==> src/rtl/vsb_pkg.sv <==
package vsb_pkg;

   // index of the first pulse tick inside a window of win ticks holding n pulses
   function automatic int unsigned first_pulse_tick(int unsigned win, int unsigned n);
      return win - 2 * n;
   endfunction

   // largest burst a count field of w bits can request
   function automatic int unsigned max_burst(int unsigned w);
      return (1 << w) - 1;
   endfunction

endpackage

==> src/rtl/vsb_window_seq.sv <==
module vsb_window_seq #(
   parameter int unsigned WIN_LEN = 16,
   parameter int unsigned CNT_W   = 3,
   localparam int unsigned POS_W  = $clog2(WIN_LEN)
) (
   input  logic             clk,
   input  logic             rst_n,
   input  logic             tick_en,
   input  logic             trig,
   input  logic [CNT_W-1:0] scroll,
   output logic             busy,
   output logic [POS_W-1:0] pos,
   output logic [CNT_W-1:0] count,
   output logic             last
);

   localparam logic [POS_W-1:0] LAST_POS = POS_W'(WIN_LEN - 1);

   always_ff @(posedge clk) begin
      if (!rst_n) begin
         busy  <= 1'b0;
         pos   <= '0;
         count <= '0;
      end else if (tick_en) begin
         if (!busy) begin
            if (trig) begin
               busy  <= 1'b1;
               pos   <= '0;
               count <= scroll;
            end
         end else if (pos == LAST_POS) begin
            busy <= 1'b0;
            pos  <= '0;
         end else begin
            pos <= pos + 1'b1;
         end
      end
   end

   assign last = busy && (pos == LAST_POS);

endmodule

==> src/rtl/vsb_pulse_dec.sv <==
module vsb_pulse_dec #(
   parameter int unsigned WIN_LEN = 16,
   parameter int unsigned CNT_W   = 3,
   localparam int unsigned POS_W  = $clog2(WIN_LEN)
) (
   input  logic             busy,
   input  logic [POS_W-1:0] pos,
   input  logic [CNT_W-1:0] count,
   output logic             pulse
);

   localparam logic [POS_W:0] WIN_V = (POS_W+1)'(WIN_LEN);

   logic [POS_W:0] start_tick;
   logic [POS_W:0] pos_x;
   logic [POS_W:0] offset;

   always_comb begin
      start_tick = WIN_V - (POS_W+1)'({count, 1'b0});
      pos_x      = {1'b0, pos};
      offset     = pos_x - start_tick;
      pulse      = busy && (pos_x >= start_tick) && !offset[0];
   end

endmodule

==> src/rtl/vsb_burst.sv <==
module vsb_burst #(
   parameter int unsigned WIN_LEN = 16,
   parameter int unsigned CNT_W   = 3
) (
   input  logic             clk,
   input  logic             rst_n,
   input  logic             tick_en,
   input  logic             trig,
   input  logic [CNT_W-1:0] scroll,
   input  logic             line_adv,
   output logic             addr_clk,
   output logic             done
);

   import vsb_pkg::*;

   localparam int unsigned POS_W    = $clog2(WIN_LEN);
   localparam int unsigned MAX_N    = max_burst(CNT_W);
   localparam int unsigned MIN_FREE = first_pulse_tick(WIN_LEN, MAX_N);

   generate
      if (CNT_W < 1 || CNT_W > 8) begin : g_bad_cnt_w
         initial $fatal(1, "vsb_burst: CNT_W must lie in 1..8");
      end
      if (WIN_LEN < 2 * MAX_N || WIN_LEN < 2) begin : g_bad_win
         initial $fatal(1, "vsb_burst: WIN_LEN too short for the largest burst");
      end
      if (MIN_FREE > WIN_LEN) begin : g_bad_pad
         initial $fatal(1, "vsb_burst: padding computation out of range");
      end
   endgenerate

   logic             seq_busy;
   logic [POS_W-1:0] seq_pos;
   logic [CNT_W-1:0] seq_count;
   logic             seq_last;
   logic             burst_pulse;

   vsb_window_seq #(.WIN_LEN(WIN_LEN), .CNT_W(CNT_W)) u_seq (
      .clk     (clk),
      .rst_n   (rst_n),
      .tick_en (tick_en),
      .trig    (trig),
      .scroll  (scroll),
      .busy    (seq_busy),
      .pos     (seq_pos),
      .count   (seq_count),
      .last    (seq_last)
   );

   vsb_pulse_dec #(.WIN_LEN(WIN_LEN), .CNT_W(CNT_W)) u_dec (
      .busy  (seq_busy),
      .pos   (seq_pos),
      .count (seq_count),
      .pulse (burst_pulse)
   );

   assign addr_clk = burst_pulse | line_adv;
   assign done     = seq_last;

endmodule

==> config.mk <==
export PLATFORM = sky130hd
export DESIGN_NAME = vsb_burst
export DESIGN_NICKNAME = d
export VERILOG_FILES = /design/src/rtl/vsb_pkg.sv /design/src/rtl/vsb_window_seq.sv /design/src/rtl/vsb_pulse_dec.sv /design/src/rtl/vsb_burst.sv
export SDC_FILE = /design/constraint.sdc
export NUM_CORES = 1
export LEC_CHECK = 0
export ABC_AREA = 1
export BUFFER_PORTS_ARGS = -buffer_cell sky130_fd_sc_hd__buf_2
export CORE_UTILIZATION = 35
export CTS_BUF_LIST = sky130_fd_sc_hd__clkbuf_8 sky130_fd_sc_hd__clkbuf_16
export DETAILED_ROUTE_END_ITERATION = 12
export PLACE_DENSITY = 0.66
export SKIP_LAST_GASP = 1
export SLEW_MARGIN = 15
export SYNTH_ARGS = -nofsm -noshare
export SYNTH_HDL_FRONTEND = slang
export SYNTH_HIERARCHICAL = 1
export SYNTH_SLANG_ARGS = --single-unit
==> constraint.sdc <==
create_clock -name clk -period 3.8 [get_ports clk]
set_input_delay 0.38 -clock clk [delete_from_list [all_inputs] [get_ports clk]]
set_output_delay 0.38 -clock clk [all_outputs]
set_load 0.03 [all_outputs]
# Word level (Yosys, flattened, before mapping)
# Cells that the tools add are included.
# Widths: inputs -> output; s select.
# totals
reg_bits	8
inputBits	8
output_inout_bits	2
elab_cells	23
# classes
n_addsub	3
order_cmp	1
n_eq_ne	1
muxes	6
bitwise_logic	2
n_reduce_logical	7
# op_table
cell	n
$mux 4	3
$ge 4x5->1	1
$sub 5x4->5 const A	1
$add 4x1->4 const B	1
$eq 4x4->1 const B	1
$logic_and 1x1->1	3
$mux 1	3
$reduce_and 3->1	1
$reduce_and 2->1	1
$reduce_bool 2->1	1
$logic_not 1->1	1
$not 1->1	1
$or 1x1->1	1
$sub 1x1->1	1

# Depth between registers and ports, before layout
# depth
word_depth	5
ltp_mapped	10
depth_no_buf	10

# Hierarchy
# Netlist, hierarchy kept.
# modules_own_cells
mod	n_inst	cells_each	area_per_inst_um2	seq_area_each_um2
vsb_window_seq	1	50	359.1	160.2
vsb_pulse_dec	1	20	123.9	0.0
vsb_burst	1	3	11.3	0.0

# Worst setup path after synthesis
# OpenSTA, ideal clock, no wires.
# synth_timing
path_kind	flip-flop to output port
startpoint	reg u_seq.count[0]
endpoint	out addr_clk
arrival_time_ns	1.410
required_ns	3.420
setup_slack_ns	2.010
stages_incl_launch_ff	11
n_path_buf	0
path_cell_list	dfxtp_1 inv_1 ha_1 inv_1 ha_1 nand2_1 nand2_1 nand2_1 a21oi_2 inv_1 nand2_1
# synth_between
elab_chain_len	5
# synth_rtl
element	line	text
from (decl)	vsb_window_seq.sv:13	output logic [CNT_W-1:0] count,
from (signal assigned)	vsb_window_seq.sv:29	count <= scroll;
$sub 5x4->5	vsb_pulse_dec.sv:19	start_tick = WIN_V - (POS_W+1)'({count, 1'b0});
$ge 4x5->1	vsb_pulse_dec.sv:22	pulse = busy && (pos_x >= start_tick) && !offset[0];
$logic_and 1x1->1 (2 in a row)	vsb_pulse_dec.sv:22	
via burst_pulse	vsb_burst.sv:37	logic burst_pulse;
$or 1x1->1	vsb_burst.sv:58	assign addr_clk = burst_pulse | line_adv;
to (decl)	vsb_burst.sv:11	output logic addr_clk,
# The timed path passes the listed nets, and every way through them passes these cells.

# Worst setup path in the final report
# Ends and elaborated chain as after synthesis.

==> impl_metrics.yaml <==
timing:
  finalCriticalPeriod_ps: 2100
  skew_ps: 6.18
  tns_ps: 0
  rsz0062_at_grt: "no"
  hold_viol_final: 0
  clock.fmax_ghz: 0.475
  period_share: 0.553
  relSlewSlack: 0.847
  worst_pin_slew_ps: 230
  setup_viol: 0
  finalMaxSlewViolations: 0
pwr:
  power_leakage_nw: 0.302
  power_density_nw_per_um2: 373
  ir_drop_mv: 0.256
  switching_share: 0.243
  p_comb_frac: 0.133
  p_seq_frac: 0.410
  p_switching_uw: 54.4
  power.internal_uw: 169
  clkPwrFrac: 0.458
  power.total_uw: 223
critical_path:
  cp-start-kind: "register"
  crit_chain: "inv_1 -> ha_1 -> inv_1 -> ha_1 -> nand2_1 -> nand2_1 -> nand2_1 -> a21oi_2 -> inv_1 -> nand2_1 -> buf_2"
  critPathCaptureType: "output pin"
  worstPathArrival_ps: 1720
  max_stage_delay_ps: 340
  cp.buffers_inverters: 4
  crit_path_frequent_cell: "nand2_1"
  worstSetupStartpoint: "u_seq/count[0]"
  required_ps: 3420
  worstSetupPathType: "reg2out"
  slowest_stage: "dfxtp_1"
  cp_max_fo: 3
  crit_family: "adder cells"
  r2r-start: "u_seq/pos[0]"
final_layout:
  final_area_sq_um: 599
  seqCellArea_sq_um: 160
  fin_nets: 100
  multi_input_area_sq_um: 274
  antenna_cells: 0
  area_growth_pct: 21.3
  nFillCells: 141
  final_cell_mix: "inv_1 (16), nand2_1 (16), nor2_1 (11), buf_2 (9), dfxtp_1 (8)"
  layout-drive-gt1-share: 0.176
cts:
  numCtsBuffers: 3
  insertion_delay_ps: 230
  clkSinkCount: 8
  htreeDepth: 1
  cts_root_buf: "clkbuf_8"
  hold_buffers: 0
  cts_tree: "done"
  cts_resized: 0
  cts_buffer_depth: 2
  path_clk_slew_ps: 40
  cts_setup_buffers: 0
drt:
  first_iter_violations: 18
  avgViaCountPerCell: 4.56
  via_count: 456
  wl_per_cell_microns: 8.96
  antenna_left: 0
  drc: 0
  drt_first_pass_iters: 4
  routed_wl_microns: 896
yosys:
  synth_area_sq_um: 494
  synth_seq_cells: 8
  synth-simple-area-share: 0.263
  synthAdderAreaFrac: 0.127
  synth.area.top_cells: "dfxtp_1 (32%), ha_1 (13%), inv_1 (12%)"
  avgSynthCellArea_sq_um: 6.77
  synth_cells: 73
  ys_seq_area_frac: 0.324
  synth_compound_area_frac: 0.147
  synthMuxAreaShare: 0
  synth.net_count: 86
  synth_top_family_by_area: "simple AND/OR/NAND/NOR gates"
  synth_cell_types: 15
  ys_warn_count: 6
  yosys.area.top_type: "dfxtp_1"
  synth_top_area_frac: 0.324
  post_synth_xor_area_fraction: 0.0177
placed_design:
  io_buffers: 9
  dpl_cell_area_sq_um: 558
  routabilityCongestion: 0.763
  dp_hpwl_microns: 707
grt:
  grt_overflow: 0
  antenna_found_initial: 0
  grt_pass1_wl_mm: 1.62
  grt_max_degree: 7
  grt_pass1_vias: 396
  grt_use_total: 0.165
flow_run:
  cap_violations: 0
hold_path:
  min_from: "scroll[0]"
  min_path_type: "in2reg"
floorplanning:
  die_w_microns: 39.6
  row_count: 13
  die_y_microns: 39.6
  io-pin-count: 10
  initial_core_util: 0.380
  core_area_sq_um: 1300
  dieArea_sq_um: 1570
outcome:
  status: "completed"
-- layer usage --
| layer | wire, microns | track usage | vias to the layer above |
|---|---|---|---|
| li1 | - | - | 254 |
| met3 | 43 | 0.0511 | 2 |
| met5 | 0 | 0 | - |
| met4 | 14 | 0.129 | 0 |
| met2 | 399 | 0.242 | 10 |
| met1 | 439 | 0.194 | 190 |
-- cells in the mapped netlist (all sizes together) --
cell type and instances:
a211oi 1, a21oi 6, dfxtp 8, ha 5, inv 16, nand2 16, nand3 2, nand3b 1
nand4 1, nor2 11, o21a 1, o21ai 4, xor2 1
-- worst register-to-register path: cells and delay by family (launching register included) --
kind / cells / cell delay (ps)
AO/OA/AOI/OAI: 1 / 150
adder cells (fa/ha/maj): 1 / 240
flip-flops: 1 / 410
buffers and inverters: 1 / 50
AND/OR/NAND/NOR: 2 / 170
-- per-stage QoR --
stage | std cells | setup slack (ps) | hold WS (ps) | utilization
after CTS | 100 | 1670 | 376 | 0.461
final | 100 | 1700 | 376 | 0.461
after floorplan | 73 | 2010 | 481 | -
after detailed placement | 97 | 1920 | 517 | 0.429
after global routing | 100 | 1540 | 387 | 0.461
after global placement | 97 | 1950 | 508 | 0.429
-- area by class of cell --
cell class                 count  area share
tap                           15      0.0313
clock buffer                   3      0.0689
inverter                      16       0.100
multi-input combinational     49       0.457
timing repair buffer           9      0.0752
sequential                     8       0.267
-- kinds of logic after synthesis --
family / count (synthesis)
xor+xnor: 1
fa+ha+maj: 5
flops: 8
simple gates: 31
compound gates: 12
buf+inv: 16
-- power by group through the flow --
| stage | combinational, mW | clock (mW) | sequential [mW] |
|---|---|---|---|
| floorplan | 0.0216 | 0 | 0.0919 |
| global placement | 0.0293 | 0 | 0.0929 |
| detailed placement | 0.0300 | 0 | 0.0930 |
| CTS | 0.0301 | 0.105 | 0.0915 |
| global route | 0.0356 | 0.109 | 0.0923 |
| finish | 0.0296 | 0.102 | 0.0916 |
-- registers in the layout (all words and copies together) (netlist names) --
signal and count:
u_seq/count 3, u_seq/busy 1, u_seq/pos 4
-- path summary, 6_finish.rpt --
path | slack (ps) | to | cells past startpoint
max | 1700 | addr_clk | 11
min | 380 | u_seq/count[0] | 3
max reg2reg | 2680 | u_seq/pos[0] | 5
min reg2reg | 520 | u_seq/pos[1] | 2
Note: power is estimated with default switching activity, not from simulation.
